===== src/rtl/i2c_addr_pkg.sv =====
package i2c_addr_pkg;
  localparam int LSN_ADDR_W  = 7;
  localparam int LSN_FRAME_W = LSN_ADDR_W + 1;

  typedef enum logic [2:0] {
    LSN_IDLE = 3'd0,
    LSN_ADDR = 3'd1,
    LSN_ACK  = 3'd2,
    LSN_HOLD = 3'd3,
    LSN_SKIP = 3'd4
  } lsn_state_e;

  // general call: all address bits zero and a write direction
  function automatic logic frame_is_gen_call(input logic [LSN_FRAME_W-1:0] frame);
    return frame == '0;
  endfunction

  // own-address hit, address zero is reserved and never matches
  function automatic logic frame_is_own(input logic [LSN_FRAME_W-1:0] frame,
                                        input logic [LSN_ADDR_W-1:0]  own);
    return (frame[LSN_FRAME_W-1:1] == own) && (own != '0);
  endfunction
endpackage


===== src/rtl/i2c_line_sync.sv =====
module i2c_line_sync #(
  parameter int STAGES = 2
) (
  input  logic clk,
  input  logic rst_n,
  input  logic scl_i,
  input  logic sda_i,
  output logic scl_s,
  output logic scl_rise,
  output logic scl_fall,
  output logic sda_s,
  output logic start_evt,
  output logic stop_evt
);
  logic [STAGES-1:0] scl_chain;
  logic [STAGES-1:0] sda_chain;
  logic              scl_q;
  logic              sda_q;

  generate
    if (STAGES == 1) begin : g_one
      always_ff @(posedge clk or negedge rst_n) begin
        if (!rst_n) begin
          scl_chain <= '1;
          sda_chain <= '1;
        end else begin
          scl_chain <= scl_i;
          sda_chain <= sda_i;
        end
      end
    end else begin : g_many
      always_ff @(posedge clk or negedge rst_n) begin
        if (!rst_n) begin
          scl_chain <= '1;
          sda_chain <= '1;
        end else begin
          scl_chain <= {scl_chain[STAGES-2:0], scl_i};
          sda_chain <= {sda_chain[STAGES-2:0], sda_i};
        end
      end
    end
  endgenerate

  assign scl_s = scl_chain[STAGES-1];
  assign sda_s = sda_chain[STAGES-1];

  always_ff @(posedge clk or negedge rst_n) begin
    if (!rst_n) begin
      scl_q <= 1'b1;
      sda_q <= 1'b1;
    end else begin
      scl_q <= scl_s;
      sda_q <= sda_s;
    end
  end

  assign scl_rise  = scl_s & ~scl_q;
  assign scl_fall  = ~scl_s & scl_q;
  assign start_evt = scl_s & scl_q & sda_q & ~sda_s;
  assign stop_evt  = scl_s & scl_q & ~sda_q & sda_s;
endmodule


===== src/rtl/i2c_addr_shift.sv =====
module i2c_addr_shift #(
  parameter int FRAME_W = 8
) (
  input  logic               clk,
  input  logic               rst_n,
  input  logic               clr_i,
  input  logic               shift_i,
  input  logic               bit_i,
  output logic [FRAME_W-1:0] frame_o,
  output logic               full_o
);
  localparam int CNT_W = $clog2(FRAME_W + 1);
  localparam logic [CNT_W-1:0] CNT_FULL = CNT_W'(FRAME_W);

  logic [CNT_W-1:0] cnt_q;

  always_ff @(posedge clk or negedge rst_n) begin
    if (!rst_n) begin
      cnt_q   <= '0;
      frame_o <= '0;
    end else if (clr_i) begin
      cnt_q   <= '0;
      frame_o <= '0;
    end else if (shift_i && (cnt_q != CNT_FULL)) begin
      cnt_q   <= cnt_q + 1'b1;
      frame_o <= {frame_o[FRAME_W-2:0], bit_i};
    end
  end

  assign full_o = (cnt_q == CNT_FULL);
endmodule


===== src/rtl/i2c_listen_ctrl.sv =====
module i2c_listen_ctrl
  import i2c_addr_pkg::*;
(
  input  logic clk,
  input  logic rst_n,
  input  logic start_evt,
  input  logic stop_evt,
  input  logic scl_rise,
  input  logic scl_fall,
  input  logic frame_full,
  input  logic hit_gc,
  input  logic hit_own,
  input  logic frame_rw,
  input  logic pend_clr_i,
  output logic shift_en,
  output logic shift_clr,
  output logic scl_pull,
  output logic sda_pull,
  output logic pend,
  output logic gen_call,
  output logic own_hit,
  output logic rw
);
  lsn_state_e state_q, state_d;
  logic       ninth_fall;

  assign ninth_fall = (state_q == LSN_ACK) && scl_fall;

  always_comb begin
    state_d = state_q;
    if (start_evt) begin
      state_d = LSN_ADDR;
    end else if (stop_evt) begin
      state_d = LSN_IDLE;
    end else begin
      case (state_q)
        LSN_ADDR: if (frame_full && scl_fall)
                    state_d = (hit_gc || hit_own) ? LSN_ACK : LSN_SKIP;
        LSN_ACK:  if (scl_fall) state_d = LSN_HOLD;
        LSN_HOLD: if (pend_clr_i) state_d = LSN_SKIP;
        default:  state_d = state_q;
      endcase
    end
  end

  always_ff @(posedge clk or negedge rst_n) begin
    if (!rst_n) state_q <= LSN_IDLE;
    else        state_q <= state_d;
  end

  always_ff @(posedge clk or negedge rst_n) begin
    if (!rst_n) begin
      pend <= 1'b1;
    end else if (ninth_fall) begin
      pend <= 1'b0;
    end else if (pend_clr_i) begin
      pend <= 1'b1;
    end
  end

  always_ff @(posedge clk or negedge rst_n) begin
    if (!rst_n) begin
      gen_call <= 1'b0;
      own_hit  <= 1'b0;
      rw       <= 1'b0;
    end else if (start_evt) begin
      gen_call <= 1'b0;
      own_hit  <= 1'b0;
      rw       <= 1'b0;
    end else if (ninth_fall) begin
      gen_call <= hit_gc;
      own_hit  <= hit_own;
      rw       <= frame_rw;
    end
  end

  assign shift_en  = (state_q == LSN_ADDR) && scl_rise;
  assign shift_clr = start_evt;
  assign sda_pull  = (state_q == LSN_ACK);
  assign scl_pull  = (state_q == LSN_HOLD);
endmodule


===== src/rtl/i2c_addr_listener.sv =====
module i2c_addr_listener
  import i2c_addr_pkg::*;
#(
  parameter int SYNC_STAGES = 2
) (
  input  logic                  clk,
  input  logic                  rst_n,
  input  logic                  scl_i,
  input  logic                  sda_i,
  input  logic [LSN_ADDR_W-1:0] own_addr_i,
  input  logic                  pend_clr_i,
  output logic                  scl_pull_o,
  output logic                  sda_pull_o,
  output logic                  pend_o,
  output logic                  irq_o,
  output logic                  gen_call_o,
  output logic                  own_hit_o,
  output logic                  rw_o
);
  logic                   scl_s, sda_s;
  logic                   scl_rise, scl_fall;
  logic                   start_evt, stop_evt;
  logic                   shift_en, shift_clr;
  logic [LSN_FRAME_W-1:0] frame;
  logic                   frame_full;
  logic                   hit_gc, hit_own, match_any;
  logic                   unused_scl;

  i2c_line_sync #(.STAGES(SYNC_STAGES)) u_sync (
    .clk       (clk),
    .rst_n     (rst_n),
    .scl_i     (scl_i),
    .sda_i     (sda_i),
    .scl_s     (scl_s),
    .scl_rise  (scl_rise),
    .scl_fall  (scl_fall),
    .sda_s     (sda_s),
    .start_evt (start_evt),
    .stop_evt  (stop_evt)
  );

  assign unused_scl = scl_s;

  i2c_addr_shift #(.FRAME_W(LSN_FRAME_W)) u_shift (
    .clk     (clk),
    .rst_n   (rst_n),
    .clr_i   (shift_clr),
    .shift_i (shift_en),
    .bit_i   (sda_s),
    .frame_o (frame),
    .full_o  (frame_full)
  );

  assign hit_gc    = frame_is_gen_call(frame);
  assign hit_own   = frame_is_own(frame, own_addr_i);
  assign match_any = hit_gc | hit_own;

  i2c_listen_ctrl u_ctrl (
    .clk        (clk),
    .rst_n      (rst_n),
    .start_evt  (start_evt),
    .stop_evt   (stop_evt),
    .scl_rise   (scl_rise),
    .scl_fall   (scl_fall),
    .frame_full (frame_full),
    .hit_gc     (hit_gc),
    .hit_own    (hit_own),
    .frame_rw   (frame[0]),
    .pend_clr_i (pend_clr_i),
    .shift_en   (shift_en),
    .shift_clr  (shift_clr),
    .scl_pull   (scl_pull_o),
    .sda_pull   (sda_pull_o),
    .pend       (pend_o),
    .gen_call   (gen_call_o),
    .own_hit    (own_hit_o),
    .rw         (rw_o)
  );

  assign irq_o = ~pend_o;
endmodule


===== config.mk =====
export PLATFORM = sky130hd
export DESIGN_NAME = i2c_addr_listener
export DESIGN_NICKNAME = d
export VERILOG_FILES = /design/src/rtl/i2c_addr_pkg.sv /design/src/rtl/i2c_line_sync.sv /design/src/rtl/i2c_addr_shift.sv /design/src/rtl/i2c_listen_ctrl.sv /design/src/rtl/i2c_addr_listener.sv
export SDC_FILE = /design/constraint.sdc
export NUM_CORES = 1
export LEC_CHECK = 0
export BUFFER_PORTS_ARGS = -buffer_cell sky130_fd_sc_hd__buf_2
export CAP_MARGIN = 20
export CORE_MARGIN = 2
export CORE_UTILIZATION = 53
export DETAILED_ROUTE_END_ITERATION = 10
export PLACE_DENSITY = 0.75
export SYNTH_ARGS = -nofsm -noshare
export SYNTH_HDL_FRONTEND = slang
export SYNTH_SLANG_ARGS = --single-unit

===== constraint.sdc =====
create_clock -name clk -period 4.2 [get_ports clk]
set_clock_uncertainty 0.2 [all_clocks]
set_input_delay 0.42 -clock clk [delete_from_list [all_inputs] [get_ports clk]]
set_output_delay 0.42 -clock clk [all_outputs]
set_load 0.02 [all_outputs]

# Word level (Yosys, flattened, before mapping)

Index checks and enable logic that the tools add are counted.

Register bits after elaboration: 25
Input port bits: 12

Mux-type cells: 19
Add/sub/neg operators: 1
Equal/unequal tests: 9
Reduce and logical (&&, ||, !) cells: 13
Bitwise gates (word level): 12

Operators by type and width:

| cell                | count |
|---|---|
| $mux 3              | 6 |
| $mux 8              | 2 |
| $pmux 3 s3          | 1 |
| $logic_not 8->1     | 1 |
| $mux 1              | 8 |
| $mux 4              | 2 |
| $and 1x1->1         | 7 |
| $eq 7x7->1          | 1 |
| $reduce_bool 7->1   | 1 |
| $eq 3x2->1 const B  | 2 |
| $reduce_bool 2->1   | 3 |
| $logic_and 1x1->1   | 5 |
| $not 1->1           | 5 |
| $reduce_bool 5->1   | 1 |
| $add 4x1->4 const B | 1 |
| $eq 4x4->1 const B  | 1 |
| $ne 4x1->1 const B  | 1 |
| $ne 4x2->1 const B  | 1 |
| $ne 4x3->1 const B  | 1 |
| $ne 4x4->1 const B  | 1 |
| $reduce_and 4->1    | 1 |
| $eq 3x1->1 const B  | 1 |
| $logic_or 1x1->1    | 1 |

# Longest topological paths before layout

Depth after elaboration: 8
Depth in mapped cells: 7
Depth with buffers taken out: 6

# Cells and area by module

Synthesis repeated with hierarchy kept, for this count alone.

Cell total of the unflattened synthesis: 113
Area total of the unflattened synthesis: 1277.5 sq um

Modules (own cells, without submodules):

| module            | cells each | times used | seq. area each (sq um) | area an instance (sq um) |
|---|---|---|---|---|
| i2c_addr_shift    | 52         | 1          | 300.3                  | 600.6 |
| i2c_listen_ctrl   | 35         | 1          | 176.4                  | 367.9 |
| i2c_line_sync     | 10         | 1          | 157.7                  | 190.2 |
| i2c_addr_listener | 16         | 1          | 0.0                    | 118.9 |

# Worst setup path after synthesis

No wires, ideal clock.

Kind: reg2reg
Start: reg u_shift.cnt_q[0]
End: reg u_ctrl.state_q[1]
Setup slack: 2.512 ns
Clock period less this slack: 1.688 ns
Cell stages (with the launch flop): 7
Arrival: 1.421 ns
Buffers on the path: 0
Cell sequence: dfrtp_1 inv_1 ha_1 nand3b_4 or3_1 o21ai_2 o221a_1

Longest elaborated chain between the ends: 4

RTL lines:

| what                       | line                  | RTL |
|---|---|---|
| from (decl)                | i2c_addr_shift.sv:15  | `logic [CNT_W-1:0] cnt_q;` |
| from (signal assigned)     | i2c_addr_shift.sv:25  | `cnt_q <= cnt_q + 1'b1;` |
| $eq 4x4->1                 | i2c_addr_shift.sv:30  | `assign full_o = (cnt_q == CNT_FULL);` |
| $logic_and 1x1->1          | i2c_listen_ctrl.sv:37 | `LSN_ADDR: if (frame_full && scl_fall)` |
| $ne 4x3->1 (no line)       | --                    |  |
| $reduce_and 4->1 (no line) | --                    |  |
| to (signal assigned)       | i2c_listen_ctrl.sv:48 | `else state_q <= state_d;` |
| to (decl)                  | i2c_listen_ctrl.sv:24 | `lsn_state_e state_q, state_d;` |

No other way between the ends.
A chain may end at the register's enable or synchronous reset.

# Worst setup path in the final report

Start: reg u_ctrl.state_q[2]
End: out scl_pull_o

Longest elaborated chain between the ends: 1

RTL lines:

| what       | line                    | RTL |
|---|---|---|
| $eq 3x2->1 | i2c_listen_ctrl.sv:80   | `assign scl_pull = (state_q == LSN_HOLD);` |
| to (decl)  | i2c_addr_listener.sv:12 | `output logic scl_pull_o,` |

No other way between the ends.

==> flow_summary.rst <==
.. list-table::
   :header-rows: 1

   * - Metric
     - Value
   * - Status
     - finished clean
   * - Std cell rows
     - 17
   * - Design Power
     - 575 µW
   * - Number of violations reported at the end of detailed-routing iteration 0
     - 6
   * - Overall via count from detail_route
     - 955
   * - PortBufs
     - 18
   * - GRT Resource Usage Total
     - 20.9%
   * - Achievable frequency
     - 0.519 GHz
   * - RD Place Congestion
     - 0.843
   * - Chip Width
     - 53 µm
   * - Proportion of power drawn by combinational gates
     - 25.7%
   * - Type of the most critical hold path
     - in2reg
   * - Share of the synthesized netlist area taken by xor and xnor gates
     - 7.57%
   * - Remaining DRCs
     - 0
   * - Post-route fraction of the period consumed by the critical path
     - 45.8%
   * - Synth Flop Type
     - dfrtp_1
   * - Layout-stage area growth over the synthesis result
     - 12.3%
   * - Multi-input gate area
     - 571 µm²
   * - Critical path data required time
     - 3.58 ns
   * - Number of setup violations in the final report
     - 0
   * - Initial Utilization
     - 57.0%
   * - Maximum buffer depth of the clock tree
     - 2
   * - Post-DRT Antenna Nets
     - 0
   * - Syn_area_per_cell
     - 10.6 µm²
   * - Type of origin of the critical path
     - register
   * - Design Area, Final
     - 1430 µm²
   * - Top metal layer carrying routed signals
     - met4
   * - Post-CTS setup buffer count
     - 0
   * - Mapped Area
     - 1270 µm²
   * - Routed WL
     - 2350 µm
   * - Top-area cell type share of the netlist area
     - 35.4%
   * - Ant diodes
     - 0
   * - Final-layout setup total negative slack
     - 0 ns
   * - Power density of the placed cells
     - 403 nW/µm²
   * - Antenna violations before repair
     - 0
   * - Wire length on met1
     - 1040 µm
   * - Share of flip-flops with an asynchronous set or reset after synthesis
     - 100%
   * - Net switching power figure
     - 190 µW
   * - Final Slew Violations
     - 0
   * - Filler instances
     - 196
   * - Amount of wire on met3 after detailed routing
     - 66 µm
   * - Cell area after placement
     - 1370 µm²
   * - Clock tree root driver cell
     - clkbuf_4
   * - Critical path start-end classification
     - reg2out
   * - Clock Latency Late Sink
     - 0.32 ns
   * - Worst Max-Slew Pin Slew
     - 0.533 ns
   * - Crit path max fanout
     - 6
   * - Type of destination of the critical path
     - output pin
   * - Main combinational cell family by area after synthesis
     - simple AND/OR/NAND/NOR gates
   * - Core region area
     - 2230 µm²
   * - Share of cells above drive strength 1
     - 24.6%
   * - Final critical delay including setup and external delays
     - 1.93 ns
   * - CTS buffer count
     - 3
   * - Count of flip-flops with a built-in enable after synthesis
     - 0
   * - Post-route worst setup slack
     - 2.27 ns
   * - Fin. Hold Viols
     - 0
   * - Worst vdd rail ir drop
     - 0.280 mV
   * - Vias in the first global route
     - 918
   * - Proportion of power drawn by the clock network
     - 18.7%
   * - Multiplexer share of the synthesized area
     - 2.36%
   * - Library cell with the highest instance count after synthesis
     - dfrtp_1
   * - Sequential cell area
     - 634 µm²
   * - Cell-internal power
     - 386 µW
   * - Number of primary I/O pins
     - 19
   * - Gate count of the mapped netlist
     - 120
   * - Leakage power figure
     - 0.000697 µW
   * - Net Sw Frac
     - 32.9%
   * - Avg Vias per Cell
     - 5.62
   * - TritonCTS Sinks
     - 25
   * - Placement-stage worst setup slack
     - 2.37 ns
   * - Die ar.
     - 2810 µm²
   * - Post-synth top cells
     - dfrtp_1, nand3_1, inv_1
   * - Layout net count
     - 157
   * - Setup repair after global routing missed its margin
     - no
   * - Relative slew margins
     - 64.4%
   * - H-tree depth
     - 1
   * - Share of total power in sequential cells
     - 55.6%
   * - Synthesis Warnings
     - 0
   * - Post-synthesis cell type with the largest combined area
     - dfrtp_1
   * - Pin count of the biggest net entering global routing
     - 26
   * - DR WL/cell
     - 13.8 µm
   * - Number of max-capacitance violations reported
     - 0
   * - Sequential area share after synthesis
     - 49.9%
   * - Met2 layer wire length in the routed design
     - 1180 µm
   * - Detailed Place HPWL
     - 1690 µm
   * - Worst path arrival time
     - 1.31 ns
   * - TritonCTS clock tree
     - built
   * - Post-synthesis register bit count
     - 25
   * - Compound-cell area share of the yosys netlist
     - 9.64%
   * - Reg clk slew, reported paths
     - 0.14 ns
   * - Number of nets produced by synthesis
     - 134
   * - Total congestion overflow
     - 0
   * - Number of unique standard cell types used by synthesis
     - 34
   * - Cell types occupying the most area after synthesis
     - dfrtp_1, dfstp_2, xor2_1
   * - Fraction of the mapped netlist area in simple logic gates
     - 23.3%
   * - Global-route wire length before repair
     - 4090 µm
   * - First-pass iteration count of the detailed router
     - 4
   * - Height of the die
     - 53 µm
   * - Post-Synth Adder-Cell Area
     - 1.97%
[metrics by stage]
stage          std cells  util, %  hold WS, ns
3_3_place_gp         163     61.4        0.146
4_1_cts              170     64.0        0.124
3_5_place_dp         163     61.4        0.149
5_1_grt              170     64.0        0.140
6_report             170     64.0        0.137
2_1_floorplan        120        -      -0.0756
[worst max-delay path, cell delays in order, from the launching register on]
cell	delay, ns
dfrtp_1	0.49
nand2b_1	0.21
nor2_1	0.11
buf_2	0.17
[area by class of cell]
class | count | share of cell area, %
Clock buffer | 3 | 1.58
Clock inverter | 1 | 0.350
Multi-Input combinational cell | 81 | 39.9
Sequential cell | 25 | 44.4
Tap cell | 28 | 2.45
Inverter | 11 | 2.89
Timing Repair Buffer | 21 | 8.41
[layout by cell type, fill, tap and decap left out, drive strengths merged, types with 4 or more instances in the layout]
cell type  count
buf           18
dfrtp         18
dfstp          7
inv           11
nand2          4
nand3         13
nor2           8
nor4           4
o21ai         10
xor2          10
[layer usage]
layer / global-route usage (%) / vias up
li1: - / 468
met1: 25.9 / 462
met2: 33.5 / 20
met3: 3.39 / 5
met4: 13.7 / 0
met5: 0 / -
[power groups by stage]
stage | clock [µW] | sequential, µW | combinational [µW]
floorplan | 0 | 315 | 120
global placement | 0 | 323 | 142
detailed placement | 0 | 324 | 146
CTS | 112 | 319 | 150
global route | 122 | 326 | 171
finish | 108 | 320 | 148
[cell families after synthesis]
kind of cell	count (synthesis)
compound gates	19
xor+xnor	11
fa+ha+maj	2
buf+inv	14
flops	25
mux	3
simple gates	46
[path summary, 6_finish.rpt]
kind | start | slack (ns) | endpoint | depth (start not counted)
worst max-delay path | u_ctrl.state_q[2] | 2.27 | scl_pull_o | 3
worst min-delay path | pend_clr_i | 0.14 | u_ctrl.pend | 2
worst max register to register | u_shift.cnt_q[0] | 2.35 | u_ctrl.state_q[0] | 6
worst min register to register | u_sync.scl_chain[0] | 0.17 | u_sync.scl_chain[1] | 0
max in group asynchronous | rst_n | 3.04 | u_sync.scl_chain[1] | 2
min in group asynchronous | rst_n | 0.40 | u_ctrl.state_q[2] | 2
[timing repair]
| action | CTS | global route |
|---|---|---|
| endpoints found under the hold margin | 20 | 0 |
| gates resized for setup | 0 | 0 |
| setup endpoints to repair | 0 | 0 |
| hold buffers | 3 | 0 |
[state kept, by name, summed over array words and instances, names as in the netlist]
register / count
u_sync.scl_chain: 2
u_ctrl.state_q: 3
u_ctrl.rw: 1
u_ctrl.gen_call: 1
u_sync.scl_q: 1
u_ctrl.own_hit: 1
u_shift.frame_o: 8
u_sync.sda_q: 1
u_shift.cnt_q: 4
u_ctrl.pend: 1
u_sync.sda_chain: 2
Note: power is estimated with default switching activity, not from simulation.
